==> src/rtl/sci_rx_core.sv <==
module sci_rx_core #(
  parameter int OS = 16,
  parameter int DW = 8
) (
  input  logic          clk,
  input  logic          rst_n,
  input  logic          rx_line,
  input  logic          tick16,
  input  logic          rx_en,
  input  logic          nine_bit,
  input  logic          rie,
  input  logic          stat_rd,
  input  logic          data_rd,
  output logic [DW-1:0] rx_data,
  output logic          rx_bit8,
  output logic          rx_full,
  output logic          line_idle,
  output logic          overrun,
  output logic          noise,
  output logic          frame_err,
  output logic          rx_irq
);
  localparam int PW = $clog2(OS);
  localparam int BW = $clog2(DW + 3);
  localparam int IW = $clog2((DW + 3) * OS + 1);
  localparam logic [PW-1:0] S0   = PW'(OS / 2 - 1);
  localparam logic [PW-1:0] S1   = PW'(OS / 2);
  localparam logic [PW-1:0] S2   = PW'(OS / 2 + 1);
  localparam logic [PW-1:0] LAST = PW'(OS - 1);
  localparam int F_FULL = 4, F_IDLE = 3, F_OVR = 2, F_NSE = 1, F_FRM = 0;

  logic          rx_m, rx_s, prev;
  logic          busy, armed, nf_acc, idle_pulse;
  logic [PW-1:0] phase;
  logic [BW-1:0] bitn;
  logic [2:0]    smp;
  logic [DW:0]   shreg;
  logic [IW-1:0] icnt;
  logic [4:0]    flg, cap, flg_clr;
  logic          cap_v;

  wire vote      = (smp[0] & smp[1]) | (smp[0] & smp[2]) | (smp[1] & smp[2]);
  wire disagree  = ~((smp[0] == smp[1]) && (smp[1] == smp[2]));
  wire is_start  = (bitn == '0);
  wire [BW-1:0] stop_idx = nine_bit ? BW'(DW + 2) : BW'(DW + 1);
  wire is_stop   = (bitn == stop_idx);
  wire bit_end   = rx_en & tick16 & busy & (phase == LAST);
  wire complete  = bit_end & is_stop;
  wire start_det = rx_en & tick16 & ~busy & prev & ~rx_s;
  wire [IW-1:0] thr = nine_bit ? IW'((DW + 3) * OS) : IW'((DW + 2) * OS);

  always_ff @(posedge clk or negedge rst_n) begin
    if (!rst_n) begin
      rx_m <= 1'b1;
      rx_s <= 1'b1;
    end else begin
      rx_m <= rx_line;
      rx_s <= rx_m;
    end
  end

  always_ff @(posedge clk or negedge rst_n) begin
    if (!rst_n) begin
      prev <= 1'b0; busy <= 1'b0; armed <= 1'b0; nf_acc <= 1'b0;
      idle_pulse <= 1'b0; phase <= '0; bitn <= '0; smp <= '0;
      shreg <= '0; icnt <= '0;
    end else begin
      idle_pulse <= 1'b0;
      if (!rx_en) begin
        prev <= 1'b0; busy <= 1'b0; armed <= 1'b0; icnt <= '0;
      end else if (tick16) begin
        prev <= rx_s;
        if (start_det) begin
          busy <= 1'b1; phase <= '0; bitn <= '0; nf_acc <= 1'b0;
          armed <= 1'b1; icnt <= '0;
        end else if (busy) begin
          phase <= (phase == LAST) ? '0 : phase + 1'b1;
          if (phase == S0) smp[0] <= rx_s;
          if (phase == S1) smp[1] <= rx_s;
          if (phase == S2) smp[2] <= rx_s;
          if (phase == LAST) begin
            if (disagree) nf_acc <= 1'b1;
            if ((is_start && vote) || is_stop) begin
              busy <= 1'b0;
            end else begin
              bitn <= bitn + 1'b1;
              if (!is_start) shreg <= {vote, shreg[DW:1]};
            end
          end
        end else if (armed) begin
          if (!rx_s) begin
            icnt <= '0;
          end else if (icnt == thr - 1'b1) begin
            idle_pulse <= 1'b1; armed <= 1'b0; icnt <= '0;
          end else begin
            icnt <= icnt + 1'b1;
          end
        end
      end
    end
  end

  always_comb flg_clr = (data_rd && cap_v) ? cap : 5'b0;

  always_ff @(posedge clk or negedge rst_n) begin
    if (!rst_n) begin
      flg <= '0; cap <= '0; cap_v <= 1'b0; rx_data <= '0; rx_bit8 <= 1'b0;
    end else if (complete) begin
      flg[F_FULL] <= 1'b1;
      flg[F_OVR]  <= flg[F_OVR] | flg[F_FULL];
      flg[F_NSE]  <= flg[F_NSE] | nf_acc | disagree;
      flg[F_FRM]  <= flg[F_FRM] | ~vote;
      cap_v       <= 1'b0;
      rx_data     <= nine_bit ? shreg[DW-1:0] : shreg[DW:1];
      rx_bit8     <= nine_bit & shreg[DW];
    end else begin
      flg <= (flg & ~flg_clr) | (idle_pulse ? 5'b01000 : 5'b0);
      if (stat_rd) begin
        cap <= flg; cap_v <= 1'b1;
      end else if (data_rd) begin
        cap_v <= 1'b0;
      end
    end
  end

  assign rx_full   = flg[F_FULL];
  assign line_idle = flg[F_IDLE];
  assign overrun   = flg[F_OVR];
  assign noise     = flg[F_NSE];
  assign frame_err = flg[F_FRM];
  assign rx_irq    = rie & (rx_full | overrun);
endmodule

==> config.mk <==
export PLATFORM = sky130hd
export DESIGN_NAME = sci_rx_core
export DESIGN_NICKNAME = d
export VERILOG_FILES = /design/src/rtl/sci_rx_core.sv
export SDC_FILE = /design/constraint.sdc
export NUM_CORES = 1
export LEC_CHECK = 0
export ABC_AREA = 1
export BUFFER_PORTS_ARGS = -buffer_cell sky130_fd_sc_hd__buf_4
export CELL_PAD_IN_SITES_DETAIL_PLACEMENT = 0
export CELL_PAD_IN_SITES_GLOBAL_PLACEMENT = 1
export CORE_ASPECT_RATIO = 1.25
export CORE_MARGIN = 4
export CORE_UTILIZATION = 42
export DETAILED_ROUTE_END_ITERATION = 8
export HOLD_SLACK_MARGIN = 0.03
export PLACE_DENSITY_LB_ADDON = 0.1
export SYNTH_ARGS = -nofsm -noshare
export SYNTH_HDL_FRONTEND = slang
export SYNTH_SLANG_ARGS = --single-unit
==> constraint.sdc <==
create_clock -name clk -period 1.8 [get_ports clk]
set_input_delay 0.18 -clock clk [delete_from_list [all_inputs] [get_ports clk]]
set_output_delay 0.18 -clock clk [all_outputs]
set_load 0.005 [all_outputs]
==> qor.yml <==
nFillCells: 688
drive_above_1_share_pct: 18.6
fin_skew_ns: 0.00838
seq_area_um2: 1380
setup_tns_ns: 0
yosysSeqAreaShare_pct: 48.3
status: "finished, final reports clean"
cts_buffers: 5
end_kind: "flop"
nets: 387
whs_ns: 0.124
layout_setup_ws_ns: 0.209
syn_inst: 341
fin_crit_ns: 1.59
synth_top_area_cell: "dfrtp_1"
cts-root-to-sink-buffers: 2
arrival_ns: 1.79
fp.dieW_um: 81.8
overflow: 0
p_per_area_nw_per_um2: 822
insertion_delay_ns: 0.31
clkSinkCount: 55
layout.cells.non_filler: 458
crit_type: "reg2reg"
p_leak_nw: 1.63
synth.avg_cell_area_um2: 8.38
reg2reg_from: "phase[0]"
regToRegSetupSlack_ns: 0.21
maxCapViolCount: 0
ant_nets: 0
min_path_type: "in2reg"
maxSlewViolCount: 0
gp_congestion: 0.782
syn_to_final_growth_pct: 13.4
synth.net_count: 358
die_area_um2: 8190
drtIter0Drc: 109
synth_enable_flop_cells: 0
route.detailed.drc: 0
cts_tree: "done"
via_per_inst: 4.79
fp.dieH_um: 100
cts_root_buf: "clkbuf_8"
ys_top_cells_by_area: "dfrtp_1 46%, nand2_1 13%, inv_1 5.1%, nor2_1 4.1%, nand3_1 4.0%"
finalSetupViolCount: 0
multi_input_area_um2: 1250
timing.rr.end: "flg[3]"
worst_slew_pin_slew_ns: 0.703
synth-async-reset-ratio_pct: 100
yosysUniqueCellTypes: 34
io_pins: 24
startpoint: "phase[0]"
drt_wl_total_um: 5360
row_count: 33
grt_pass1_vias: 2177
synth_area_um2: 2860
numPlacedInstances: 448
clk_pin_slew_ns: 0.10
rsz0062_at_grt: "false"
vias: 2194
fmax_mhz: 629
num_antenna_cells: 0
port_buffers: 23
peakVddDrop_v: 0.000535
synth_seq_cells: 55
hp-start: "data_rd"
core_um2: 6610
preCtsSetupSlack_ns: 0.228
ff2ff_path_depth: 9
antenna_found_initial: 0
max_slew_margin_pct: 53.1
synth-main-ff-cell: "dfrtp_1"
yosysTopAreaCellShare_pct: 46.4
drtPass1Iterations: 4
critPathMaxFanout: 13
hold_viol_final: 0
dp_hpwl_um: 3910
grt.total_usage_pct: 14.8
grt_max_degree: 56
yosys_warnings: 0
grt_pass1_wl_um: 9760
critPathRequiredTime_ns: 2.00
startpoint_type: "flop"
timing.final.crit_share_pct: 88.4
initial_utilization_pct: 43.2
cts_htree_levels: 2
postCtsSetupBuffers: 0
crit_end: "flg[3]"
routedWlPerCell_um: 11.7
==> power by group <==
part / internal, W / switching, W
sequential: 0.00132 / 0.0000784
clock: 0.000422 / 0.000420
combinational: 0.000160 / 0.000261
total: 0.00191 / 0.000759
==> synthesized netlist by cell type, types with 3 or more instances <==
| library cell | number |
|---|---|
| nand4_1 | 5 |
| o21ai_1 | 3 |
| o21ai_2 | 11 |
| ha_1 | 8 |
| dfrtp_1 | 53 |
| o211ai_1 | 9 |
| a21oi_1 | 8 |
| inv_2 | 3 |
| o21ai_0 | 12 |
| inv_1 | 39 |
| nor2_1 | 31 |
| nand2_1 | 101 |
| nand2_4 | 3 |
| nand3_1 | 23 |
| nand2_2 | 7 |
==> registers in the layout, indices dropped and copies added, names as in the netlist, 3 cells and up <==
register  count
flg           5
smp           3
icnt          8
phase         4
cap           5
shreg         9
bitn          4
rx_data       8
==> placed cells by master, fill, tap and decap left out, drive strengths merged, types with 5 or more instances in the layout <==
cell type | Yosys | routed
o21ai | 26 | 26
ha | 8 | 8
nand4 | 5 | 5
nand3 | 25 | 25
nand2 | 111 | 111
nor2 | 34 | 34
a21oi | 8 | 8
dfrtp | 53 | 53
clkbuf | 1 | 5
inv | 44 | 45
buf | 4 | 25
o211ai | 9 | 9
==> per-stage QoR <==
stage	instance area (um2)	util, %	total power (W)
after floorplan	2860	-	0.00172
after global placement	3100	47.0	0.00185
after detailed placement	3100	47.0	0.00185
after CTS	3240	49.1	0.00271
after global routing	3240	49.1	0.00285
final	3240	49.1	0.00266
==> worst min path at each step <==
stage | to | slack (ns) | cells after the start
4_1_cts | cap_v | 0.11 | 3
3_3_place_gp | cap[2] | 0.29 | 1
3_5_place_dp | cap[2] | 0.28 | 1
5_1_grt | cap_v | 0.14 | 3
2_1_floorplan | armed | -0.12 | 0
6_report | cap_v | 0.12 | 3
==> final cells by class <==
type	instances	area share, %
Clock inverter	3	1.47
Sequential cell	55	42.5
Multi-Input combinational cell	236	38.6
Timing Repair Buffer	27	6.41
Inverter	45	5.48
Tap cell	87	3.36
Clock buffer	5	2.12
==> routing by layer <==
layer  wire [um]  global-route usage [%]
met5           0                       0
met4          47                    3.45
met3         170                    2.69
met2        2620                    24.8
met1        2520                    19.7
==> logic make-up (layout without fill, tap and decap cells) <==
| group | after synthesis | count (layout) | share of synthesized area (%) |
|---|---|---|---|
| compound gates | 45 | 45 | 10.9 |
| xor+xnor | 2 | 2 | 0.613 |
| fa+ha+maj | 8 | 8 | 3.50 |
| buf+inv | 50 | 80 | 7.93 |
| flops | 55 | 55 | 48.3 |
| simple gates | 181 | 181 | 28.8 |
==> timing repair <==
action / 4_1_cts / 5_1_grt
hold buffers: 2 / 0
resized for setup: 0 / 0
setup endpoints to repair: 0 / 0
hold endpoints to repair: 54 / 0
==> critical path, stage by stage, from the launching register on <==
cell and delay [ns]:
dfrtp_1 0.41, ha_1 0.22, nand2_1 0.07, inv_1 0.05
nand2_1 0.11, nor2_4 0.06, nand3_4 0.14, clkinv_2 0.17
o21ai_0 0.19, nand2_1 0.06
(Power assumes the default switching activity.)
